`src/rtl/i2c_tgt_rxq_pkg.sv`:
```
`timescale 1ns/1ps
// Package: shared widths, flag positions and the queue entry type.
// Assumes one received byte is always eight bits wide.
package i2c_tgt_rxq_pkg;
    localparam int BYTE_W = 8;
    localparam int FLAG_W = 7;
    localparam int NLANE  = 3;   // data, stop, repeated start

    localparam int FB_ADDR1 = 0;
    localparam int FB_ADDR2 = 1;
    localparam int FB_NAK   = 2;
    localparam int FB_TMO   = 3;
    localparam int FB_FIRST = 4;
    localparam int FB_RSTRT = 5;
    localparam int FB_STOP  = 6;

    localparam int LANE_DATA  = 0;
    localparam int LANE_STOP  = 1;
    localparam int LANE_RSTRT = 2;

    typedef struct packed {
        logic [FLAG_W-1:0] flags;
        logic [BYTE_W-1:0] value;
    } rxq_entry_t;
endpackage

```
`src/rtl/rxq_lane_sel.sv`:
```
`timescale 1ns/1ps
// Lane selector: grants same-cycle write requests in lane order while free
// slots remain, and gives each granted lane its offset from the write pointer.
// Assumes the occupancy input is the registered level, so a pop in the same
// cycle does not free a slot for these writes.
module rxq_lane_sel #(
    parameter int DEPTH = 8,
    parameter int NL    = 3,
    localparam int CW   = $clog2(DEPTH) + 1,
    localparam int OW   = $clog2(NL + 1)
) (
    input  logic [NL-1:0]         lane_req,
    input  logic [CW-1:0]         level,
    output logic [NL-1:0]         lane_acc,
    output logic [NL-1:0]         lane_drop,
    output logic [NL-1:0][OW-1:0] lane_off,
    output logic [OW-1:0]         acc_num
);
    logic [CW:0] room;

    // Grant requests lowest lane first until the free slots are used up.
    always_comb begin
        logic [OW-1:0] taken;
        room  = (CW+1)'(DEPTH) - {1'b0, level};
        taken = '0;
        lane_acc = '0;
        lane_off = '0;
        for (int k = 0; k < NL; k++) begin
            lane_off[k] = taken;
            if (lane_req[k] && ((CW+1)'(taken) < room)) begin
                lane_acc[k] = 1'b1;
                taken = taken + OW'(1);
            end
        end
        acc_num   = taken;
        lane_drop = lane_req & ~lane_acc;
    end
endmodule

```
`src/rtl/rxq_store.sv`:
```
`timescale 1ns/1ps
// Entry store: circular buffer with several write lanes per cycle, one pop,
// and a mark that sets the nack flag of the newest entry.
// Assumes DEPTH is a power of two and that writes never exceed free slots.
module rxq_store
    import i2c_tgt_rxq_pkg::*;
#(
    parameter int DEPTH = 8,
    parameter int NL    = 3,
    localparam int AW   = $clog2(DEPTH),
    localparam int CW   = AW + 1,
    localparam int OW   = $clog2(NL + 1)
) (
    input  logic                  clk,
    input  logic                  rst_n,
    input  logic [NL-1:0]         wr_en,
    input  rxq_entry_t [NL-1:0]   wr_ent,
    input  logic [NL-1:0][OW-1:0] wr_off,
    input  logic [OW-1:0]         wr_num,
    input  logic                  pop_req,
    input  logic                  mark_nak,
    output rxq_entry_t            head,
    output logic [CW-1:0]         level
);
    rxq_entry_t        mem [DEPTH];
    logic [AW-1:0]     rd_ptr;
    logic [AW-1:0]     wr_ptr;
    logic              pop_ok;

    assign pop_ok = pop_req && (level != '0);

    // Advance pointers and occupancy by granted writes and valid pops.
    always_ff @(posedge clk) begin
        if (!rst_n) begin
            rd_ptr <= '0;
            wr_ptr <= '0;
            level  <= '0;
        end else begin
            rd_ptr <= rd_ptr + AW'(pop_ok);
            wr_ptr <= wr_ptr + AW'(wr_num);
            level  <= level + CW'(wr_num) - CW'(pop_ok);
        end
    end

    // Store granted lanes at their offsets and apply the overflow nack mark.
    always_ff @(posedge clk) begin
        for (int k = 0; k < NL; k++) begin
            if (wr_en[k]) begin
                mem[wr_ptr + AW'(wr_off[k])] <= wr_ent[k];
            end
        end
        if (mark_nak) begin
            mem[wr_ptr - AW'(1)].flags[FB_NAK] <= 1'b1;
        end
    end

    // Present the oldest entry, or zero when nothing is stored.
    always_comb begin
        head = (level != '0) ? mem[rd_ptr] : '0;
    end
endmodule

```
`src/rtl/i2c_tgt_rxq.sv`:
```
`timescale 1ns/1ps
// I2C target receive event queue: builds flagged entries from the byte
// engine's event strobes, stores them in lane order and presents the oldest.
// Assumes each strobe is a one-cycle pulse per bus event.
module i2c_tgt_rxq
    import i2c_tgt_rxq_pkg::*;
#(
    parameter int DEPTH = 8,
    localparam int CW   = $clog2(DEPTH) + 1,
    localparam int OW   = $clog2(NLANE + 1)
) (
    input  logic              clk,
    input  logic              rst_n,
    input  logic              rx_byte_vld,
    input  logic [BYTE_W-1:0] rx_byte,
    input  logic              rx_to_addr2,
    input  logic              rx_nak_sent,
    input  logic              rx_tmo_nak,
    input  logic              bus_start,
    input  logic              bus_rstart,
    input  logic              bus_stop,
    output logic              rx_room,
    output logic [FLAG_W-1:0] head_flags,
    output logic [BYTE_W-1:0] head_data,
    input  logic              rd_pop,
    output logic              svc_irq
);
    logic                     first_pend;
    logic [NLANE-1:0]         lane_req;
    logic [NLANE-1:0]         lane_acc;
    logic [NLANE-1:0]         lane_drop;
    logic [NLANE-1:0][OW-1:0] lane_off;
    logic [OW-1:0]            acc_num;
    rxq_entry_t [NLANE-1:0]   lane_ent;
    rxq_entry_t               head;
    logic [CW-1:0]            level;
    logic                     mark_nak;

    // Remember that a start was seen until the next data byte consumes it.
    always_ff @(posedge clk) begin
        if (!rst_n) begin
            first_pend <= 1'b0;
        end else if (bus_start || bus_rstart) begin
            first_pend <= 1'b1;
        end else if (rx_byte_vld) begin
            first_pend <= 1'b0;
        end
    end

    // Build one candidate entry per lane in storage order.
    always_comb begin
        lane_req = '0;
        lane_ent = '0;
        lane_req[LANE_DATA]  = rx_byte_vld;
        lane_req[LANE_STOP]  = bus_stop;
        lane_req[LANE_RSTRT] = bus_rstart;
        lane_ent[LANE_DATA].value           = rx_byte;
        lane_ent[LANE_DATA].flags[FB_ADDR1] = !rx_to_addr2;
        lane_ent[LANE_DATA].flags[FB_ADDR2] = rx_to_addr2;
        lane_ent[LANE_DATA].flags[FB_NAK]   = rx_nak_sent;
        lane_ent[LANE_DATA].flags[FB_TMO]   = rx_tmo_nak;
        lane_ent[LANE_DATA].flags[FB_FIRST] = first_pend;
        lane_ent[LANE_STOP].flags[FB_STOP]   = 1'b1;
        lane_ent[LANE_RSTRT].flags[FB_RSTRT] = 1'b1;
    end

    rxq_lane_sel #(.DEPTH(DEPTH), .NL(NLANE)) sel_i (
        .lane_req  (lane_req),
        .level     (level),
        .lane_acc  (lane_acc),
        .lane_drop (lane_drop),
        .lane_off  (lane_off),
        .acc_num   (acc_num)
    );

    // A discarded data byte marks the newest stored entry as nack-followed.
    assign mark_nak = lane_drop[LANE_DATA] && (level != '0);

    rxq_store #(.DEPTH(DEPTH), .NL(NLANE)) store_i (
        .clk      (clk),
        .rst_n    (rst_n),
        .wr_en    (lane_acc),
        .wr_ent   (lane_ent),
        .wr_off   (lane_off),
        .wr_num   (acc_num),
        .pop_req  (rd_pop),
        .mark_nak (mark_nak),
        .head     (head),
        .level    (level)
    );

    assign head_flags = head.flags;
    assign head_data  = head.value;
    assign svc_irq    = (level != '0);
    assign rx_room    = (level != CW'(DEPTH));
endmodule

```
`config.mk`:
```
export PLATFORM = sky130hd
export DESIGN_NAME = i2c_tgt_rxq
export DESIGN_NICKNAME = d
export VERILOG_FILES = /design/src/rtl/i2c_tgt_rxq_pkg.sv /design/src/rtl/rxq_lane_sel.sv /design/src/rtl/rxq_store.sv /design/src/rtl/i2c_tgt_rxq.sv
export SDC_FILE = /design/constraint.sdc
export NUM_CORES = 1
export LEC_CHECK = 0
export ABC_CLOCK_PERIOD_IN_PS = 4550
export BUFFER_PORTS_ARGS = -buffer_cell sky130_fd_sc_hd__buf_2
export CAP_MARGIN = 10
export CORE_MARGIN = 2
export CORE_UTILIZATION = 30
export CTS_BUF_LIST = sky130_fd_sc_hd__clkbuf_8
export DETAILED_ROUTE_END_ITERATION = 10
export SYNTH_ARGS = -nofsm -noshare
export SYNTH_HDL_FRONTEND = slang
export SYNTH_SLANG_ARGS = --single-unit
```
`constraint.sdc`:
```
create_clock -name clk -period 4.55 [get_ports clk]
set_input_delay 0.2275 -clock clk [delete_from_list [all_inputs] [get_ports clk]]
set_output_delay 0.2275 -clock clk [all_outputs]
set_load 0.01 [all_outputs]
```
After elaboration in Yosys (flattened, before gate mapping) --
Memory sizes are Yosys's and may differ from the RTL's. A register that Yosys moved wholly into a read port is not among the register bits. Cells that the tools add are included.
Word-level totals: logic and storage cells 52, memories 1, bits of input ports 18, RAM bits 120, register bits 11, output and inout bits 17
Memory list:
- store_i.mem | depth 8, width 15, rd ports 1, clocked after Yosys merged registers in 1, write ports 3, line rxq_store.sv:25 | rxq_entry_t mem [DEPTH];
Operators by class: add/sub/neg operators 10, mux-type cells 21, reductions and logical operators 10, $lt $le $gt $ge 3, equality and inequality tests 1, bitwise operators 2
Operators by type and width (count):
- 2-to-1 mux 15 bit | 2
- OR reduction 15 bit | 1
- 2-to-1 mux 1 bit | 14
- adder 3 x 1 -> 3 bit | 2
- adder 3 x 2 -> 3 bit | 2
- 2-to-1 mux 2 bit | 3
- 2-to-1 mux 3 bit | 2
- logical AND 1 bit | 5
- < comparator 1 x 5 -> 1 bit | 1
- < comparator 1 x 5 -> 1 bit (first input constant) | 1
- < comparator 2 x 5 -> 1 bit | 1
- subtractor 4 x 4 -> 5 bit (first input constant) | 1
- adder 4 x 2 -> 4 bit | 1
- != test 4 bit (second input constant) | 1
- nonzero test 4 bit | 1
- subtractor 4 x 1 -> 4 bit | 1
- subtractor 3 x 1 -> 3 bit (second input constant) | 1
- adder 1 x 1 -> 2 bit (second input constant) | 1
- adder 2 x 1 -> 2 bit (second input constant) | 1
- nonzero test 2 bit | 1
- bitwise AND 1 bit | 1
- zero test 1 bit | 1
- logical OR 1 bit | 1
- inverter 1 bit | 1

Longest topological paths before layout --
Gate-level depths: netlist (run 1).
depth after elaboration 12, mapped depth 20, depth with buffers taken out 19

Modules after synthesis --
Synthesis (run 1) repeated with hierarchy kept, for this count alone.
Second synthesis, totals: cell total of the unflattened synthesis 845, area, all modules 8834.7 um2
By module, submodules not included:
- rxq_store | cells each 801, instances 1, area an instance 8519.4 um2, sequential area each 3723.6 um2
- rxq_lane_sel | cells each 34, instances 1, area an instance 240.2 um2, sequential area each 0.0 um2
- i2c_tgt_rxq | cells each 10, instances 1, area an instance 75.1 um2, sequential area each 20.0 um2

Worst setup path before layout (run 1) --
No wires, ideal clock.
kind register to register, start register store_i.level[0], end register store_i.level[2], library setup time 0.115 ns, path buffers 3, period minus slack after synthesis 3.974 ns, data required time 4.435 ns, cell stages (with the launch flop) 19, arrival time 3.859 ns, slack 0.576 ns, cells stage by stage dfxtp_1 -> inv_1 -> ha_1 -> clkbuf_2 -> or3_1 -> clkbuf_1 -> o21ai_0 -> inv_1 -> ha_1 -> xor2_1 -> nor3_1 -> o21a_1 -> buf_2 -> nand2b_1 -> xnor2_1 -> ha_1 -> fa_1 -> xor2_1 -> and2_1
On the way: longest elaborated chain between the ends 12, elaborated cells between the ends (all ways) 16, classes of those cells add/sub: 5; order compare: 3; mux: 3; reduce/logical: 5
RTL lines:
- start, declared | line rxq_store.sv:23 | output logic [CW-1:0] level
- start signal, assigned | line rxq_store.sv:41 | level <= level + CW'(wr_num) - CW'(pop_ok);
- subtractor 4 x 4 -> 5 bit | line rxq_lane_sel.sv:24 | room = (CW+1)'(DEPTH) - {1'b0, level};
- < comparator 1 x 5 -> 1 bit | line rxq_lane_sel.sv:30 | if (lane_req[k] && ((CW+1)'(taken) < room)) begin
- logical AND 1 bit | line rxq_lane_sel.sv:30
- 2-to-1 mux 1 bit | line rxq_lane_sel.sv:30
- < comparator 1 x 5 -> 1 bit | line rxq_lane_sel.sv:30
- logical AND 1 bit | line rxq_lane_sel.sv:30
- 2-to-1 mux 2 bit | line rxq_lane_sel.sv:30
- < comparator 2 x 5 -> 1 bit | line rxq_lane_sel.sv:30
- logical AND 1 bit | line rxq_lane_sel.sv:30
- 2-to-1 mux 2 bit | line rxq_lane_sel.sv:30
- adder 4 x 2 -> 4 bit | line rxq_store.sv:41
- subtractor 4 x 1 -> 4 bit (*) | line rxq_store.sv:41
Every way passes the cells marked *; elsewhere a longest branch is shown, timed or not. A chain may end at the register's enable or synchronous reset.

Worst setup path in the final report (run 1) --
start register store_i.level[0], end register store_i.level[3]
Same word-level chain as after synthesis.

==> flow_summary.yaml, run 1 <==
layout:
  multi_input_area_sq_um: 3950
  layout_commonest_cell: "dfxtp_1"
  utilization_pct: 34.5
  post_route_cells_drive_above_1_share_pct: 19.5
  final_cell_mix: "130 x dfxtp_1, 107 x nor2_1, 83 x mux2i_1"
  seq_area_sq_um: 2620
  fin_area_sq_um: 7760
  syn_to_final_growth_pct: 13.3
  nets: 773
  fill_cells: 2247
  antennaDiodeCount: 0
outcome:
  status: "completed"
die:
  ios: 35
  dieArea_sq_um: 24100
  design.core.area_sq_um: 22500
  initial_utilization_pct: 30.5
  rows: 55
  die_w_um: 155
  die_h_um: 155
setup_path:
  crit_path_end_kind: "flip-flop"
  start_kind: "flip-flop"
  crit_family: "adder cells"
  worst_path_max_delay_cell: "dfxtp_1"
  path_cells: "inv_1 > ha_1 > xnor2_2 > or2_1 > o31ai_1 > inv_1 > ha_1 > xor2_1 > nor3_2 > o21ai_0 > nand2_1 > a32oi_1 > ha_1 > inv_1 > ha_1 > a21o_1 > a21oi_1 > xor2_1 > and2_1"
  crit_path_frequent_cell: "ha_1"
  crit_required_ns: 4.89
  arrival_ns: 4.46
  worstPathMaxFanout: 9
  crit_buf_inv: 3
  crit_type: "flip-flop to flip-flop"
  crit_path_max_incr_delay_ns: 0.48
route:
  drc_errors: 0
  met1_length_um: 8370
  antenna_left: 0
  met2WireLength_um: 9090
  wl_met3_um: 895
  dr.max_layer_used: "met4"
  first_pass_iters: 5
  drt_wl_total_um: 18700
  drt_iter0_markers: 343
  wl_per_cell_um: 18.1
  avgViaCountPerCell: 5.17
  num_vias: 5331
sta:
  period_share_pct: 90.6
  rsz0062_at_grt: "false"
  tightest_slew_ns: 1.03
  finalSetupTns_ns: 0
  report.final.setup_viol: 0
  relSlewSlack_pct: 31.1
  min_period_ns: 4.12
  finClkSkew_ns: 0.0100
  drv_slew: 0
  hold_viol: 0
  max_freq_mhz: 243
global_routing:
  antenna_found_initial: 0
  grt_max_degree: 28
  grt_use_total_pct: 16.0
  first_global_vias: 5172
  grt_overflow: 0
  grt_first_pass_wirelength_um: 29700
cts:
  htreeDepth: 4
  clock_latency_ns: 0.44
  cts_resized: 0
  clkSinkCount: 131
  holdBufCountCts: 0
  post_cts_buffers: 0
  root_buffer: "clkbuf_8"
  path_clk_slew_ns: 0.08
  cts_buffer_depth: 2
  cts_buffers: 17
  cts_tree: "yes"
synth:
  synth-main-ff-cell: "dfxtp_1"
  syn_area_per_cell_sq_um: 9.72
  yosysUniqueCellTypes: 61
  netlist_top_cells_area: "dfxtp_1 38%, mux2i_1 12%, mux4_2 9.9%, nor2_1 5.9%, ha_1 3.5%"
  synthCells: 705
  syn-num-nets: 744
  syn_area_sq_um: 6850
  synth_edf_count: 0
  synth_top_area_cell: "dfxtp_1"
  ys_warn_count: 0
  ys_ff_latch: 131
  async_flop_share_pct: 0
  synth.top_cell.area_share_pct: 38.3
  seq_area_frac_synth_pct: 38.3
power_and_ir_drop:
  p_leak_nw: 2.89
  ir_drop_mv: 0.307
  powerDensity_nw_per_um2: 766
place:
  placed_area_sq_um: 7340
  dp_hpwl_um: 12000
  routabilityCongestion: 0.820
  io_buffers: 34
job:
  maxCapViolCount: 0
min_path:
  hold_class: "input pin to flip-flop"
layout make-up:
cell class                 instances  area share (%)
multi-input combinational        509            50.9
clock inverter                    14            2.14
tap                              285            4.59
inverter                          17           0.822
clock buffer                      18            3.19
sequential                       131            33.8
timing repair buffer              58            4.51
kinds of logic (layout without fill, tap and decap cells):
group | after synthesis | count (layout) | synth area share (%)
adder cells (fa/ha/maj) | 21 | 21 | 4.05
AO/OA/AOI/OAI | 110 | 110 | 12.7
XOR/XNOR | 12 | 12 | 1.64
AND/OR/NAND/NOR | 251 | 251 | 16.6
multiplexers | 115 | 115 | 22.3
buffers and inverters | 65 | 107 | 4.49
flip-flops | 131 | 131 | 38.3
through the flow:
stage / hold WS (ns) / setup slack [ns] / total power [mW] / std cells
3_3_place_gp: 0.439 / 0.431 / 4.86 / 1000
6_report: 0.0290 / 0.427 / 5.95 / 1032
5_1_grt: 0.0648 / 0.0104 / 6.39 / 1032
2_1_floorplan: 0.356 / 0.576 / 4.07 / 705
3_5_place_dp: 0.447 / 0.382 / 4.92 / 1000
4_1_cts: 0.0126 / 0.351 / 5.96 / 1032
layer usage:
metal	track usage, %	up-vias
met2	27.1	135
met1	21.0	2585
li1	-	2585
met3	2.45	26
met5	0	-
met4	5.20	0
state kept, by name (all words and copies together) (netlist names):
| register | flops |
|---|---|
| store_i.wr_ptr | 3 |
| first_pend | 1 |
| store_i.mem | 120 |
| store_i.level | 4 |
| store_i.rd_ptr | 3 |
cell usage after synthesis (5+ instances only):
cell type,count
a2111oi_4,5
a211oi_2,5
a21boi_1,10
a21oi_1,40
and2_1,12
buf_1,8
buf_2,14
buf_6,6
clkbuf_1,19
dfxtp_1,131
ha_1,19
inv_1,15
mux2i_1,84
mux4_2,30
nand2_1,61
nand2b_1,8
nand4_1,5
nor2_1,107
nor3_1,29
nor4_1,10
o21ai_0,8
o21ai_1,5
o31ai_1,6
xor2_1,7
worst min-delay path, cell delays in order:
cell and delay (ns):
buf_2 0.08, a211oi_1 0.04, nor2b_1 0.09
report_power, final:
part	leakage, nW	switching [mW]	internal (mW)
clock network	0.201	0.518	0.518
logic	1.61	1.75	1.19
registers	1.08	0.346	1.62
total	2.89	2.62	3.33
worst paths after layout:
path | start | to | slack [ns] | cells after the start
setup / recovery | store_i.level[0] | store_i.level[3] | 0.43 | 19
hold reg to reg | store_i.mem[6][1] | store_i.mem[6][1] | 0.46 | 2
setup reg to reg | store_i.level[0] | store_i.level[3] | 0.43 | 19
hold / removal | bus_start | first_pend | 0.03 | 3
Note: power is estimated with default switching activity, not from simulation.
==> inputs of run 2 (changes only) <==
Settings changed: PLACE_DENSITY set to 0.57.
==> run 2 against run 1 <==
Maximum frequency barely moved. Cell count down 0.19%. Global-route usage about the same. Critical path type unchanged.
==> flow_summary.yaml, run 2 (synthesized netlist as in run 1, its figures left out) <==
outcome:
  status: "completed"
sta:
  tightest_slew_ns: 1.07
  max_freq_mhz: 242
  finClkSkew_ns: 0.0157
  drv_slew: 0
  finalSetupTns_ns: 0
  hold_viol: 0
  min_period_ns: 4.13
  relSlewSlack_pct: 28.4
  worst_slack_ns: 0.423
  rsz0062_at_grt: "false"
  period_share_pct: 90.7
  report.final.setup_viol: 0
setup_path:
  crit_path_frequent_cell: "ha_1"
  crit_path_end_kind: "flip-flop"
  rr_worst_depth: 18
  path_cells: "inv_1 > ha_1 > xnor2_2 > or2_1 > o31ai_1 > inv_1 > ha_1 > xor2_1 > nor3_2 > nand2_1 > a32oi_1 > ha_1 > inv_1 > ha_1 > a21o_1 > a21oi_1 > xor2_1 > and2_1"
  crit_type: "flip-flop to flip-flop"
  crit_required_ns: 4.94
  arrival_ns: 4.52
  reg2reg_from: "store_i.level[0]"
  start_kind: "flip-flop"
  crit_path_max_incr_delay_ns: 0.47
  worst_path_max_delay_cell: "dfxtp_1"
  crit_buf_inv: 3
  worstPathMaxFanout: 9
  reg2reg_to: "store_i.level[3]"
  crit_family: "adder cells"
  reg2reg_slack_ns: 0.42
global_routing:
  grt_use_total_pct: 16.0
  antenna_found_initial: 0
  first_global_vias: 5353
  grt_max_degree: 32
  grt_overflow: 0
  grt_first_pass_wirelength_um: 29700
place:
  dp_hpwl_um: 12300
  routabilityCongestion: 0.810
  place_ws_ns: 0.346
  io_buffers: 34
power_and_ir_drop:
  p_leak_nw: 2.86
  ir_drop_mv: 0.206
  powerDensity_nw_per_um2: 757
cts:
  root_buffer: "clkbuf_8"
  clkSinkCount: 131
  holdBufCountCts: 0
  cts_buffers: 17
  htreeDepth: 4
  cts_buffer_depth: 2
  cts_tree: "yes"
  post_cts_buffers: 0
  clock_latency_ns: 0.45
  cts_resized: 0
  path_clk_slew_ns: 0.08
die:
  die_w_um: 155
  initial_utilization_pct: 30.5
  die_h_um: 155
  ios: 35
  rows: 55
  dieArea_sq_um: 24100
  design.core.area_sq_um: 22500
layout:
  syn_to_final_growth_pct: 12.6
  nets: 771
  post_route_cells_drive_above_1_share_pct: 19.3
  antennaDiodeCount: 0
  layout_commonest_cell: "dfxtp_1"
  final_cell_mix: "130 x dfxtp_1, 107 x nor2_1, 83 x mux2i_1"
  largest_register_ffs: 120
route:
  first_pass_iters: 5
  drt_iter0_markers: 293
  drc_errors: 0
  num_vias: 5249
  drt_wl_total_um: 18200
  avgViaCountPerCell: 5.10
  wl_per_cell_um: 17.7
  antenna_left: 0
job:
  maxCapViolCount: 0
min_path:
  hold_class: "input pin to flip-flop"
  hold_depth: 3
  hold_end: "first_pend"
  worstHoldStart: "bus_start"
==> run 2: changes by cell type in the layout (fill, tap and decap cells not counted), sizes merged <==
cell      change
buf           -2
clkinvlp      +1
inv           +1
clkbuf        -1
bufinv        -1
==> run 2: power by group <==
group / leakage, nW / total [mW] / internal (mW) / switching [mW]
logic: 1.60 / 2.92 / 1.19 / 1.74
clock network: 0.184 / 0.956 / 0.445 / 0.512
registers: 1.08 / 1.96 / 1.62 / 0.338
==> run 2: worst reg2reg max path: cells and delay by family (launching register included) <==
family | cells | cell delay (ns)
AO/OA/AOI/OAI | 4 | 0.89
XOR/XNOR | 3 | 0.56
adder cells (fa/ha/maj) | 4 | 1.01
buffers and inverters | 3 | 0.34
flip-flops | 1 | 0.47
AND/OR/NAND/NOR | 4 | 0.83
==> run 2: per-stage QoR <==
step	instances	util (%)	power [mW]	area, sq um	hold WS, ns
4_1_cts	1030	34.2	5.87	7710	0.0239
5_1_grt	1030	34.3	6.33	7710	0.0517
3_5_place_dp	998	32.6	4.91	7330	0.444
3_3_place_gp	998	32.6	4.85	7330	0.440
2_1_floorplan	705	-	4.07	6850	0.356
6_report	1030	34.3	5.84	7710	0.0423
==> run 2: area by class of cell <==
| cell class | instances | area [sq um] |
|---|---|---|
| clock buffers | 17 | 234 |
| clock inverters | 15 | 145 |
| fillers | 2232 | 14800 |
| inverters | 17 | 63.8 |
| multi-input cells | 509 | 3960 |
| flip-flops and latches | 131 | 2620 |
| well taps | 285 | 357 |
| repair buffers | 56 | 335 |
==> run 2: layer usage <==
| metal | track usage (%) | share of wire [%] | up-vias |
|---|---|---|---|
| met1 | 19.9 | 45 | 2551 |
| met5 | 0 | 0 | - |
| li1 | - | - | 2565 |
| met3 | 3.12 | 4.1 | 19 |
| met2 | 28.0 | 50 | 114 |
| met4 | 5.07 | 1.4 | 0 |
==> run 2: worst max path at each step <==
stage	from	end	slack, ns	depth (start not counted)
2_1_floorplan	store_i.level[0]	store_i.level[2]	0.58	18
3_3_place_gp	store_i.level[0]	store_i.level[3]	0.44	18
3_5_place_dp	store_i.level[0]	store_i.level[3]	0.35	18
4_1_cts	store_i.level[0]	store_i.level[3]	0.33	18
5_1_grt	store_i.level[0]	store_i.level[3]	0.01	19
6_report	store_i.level[0]	store_i.level[3]	0.42	18
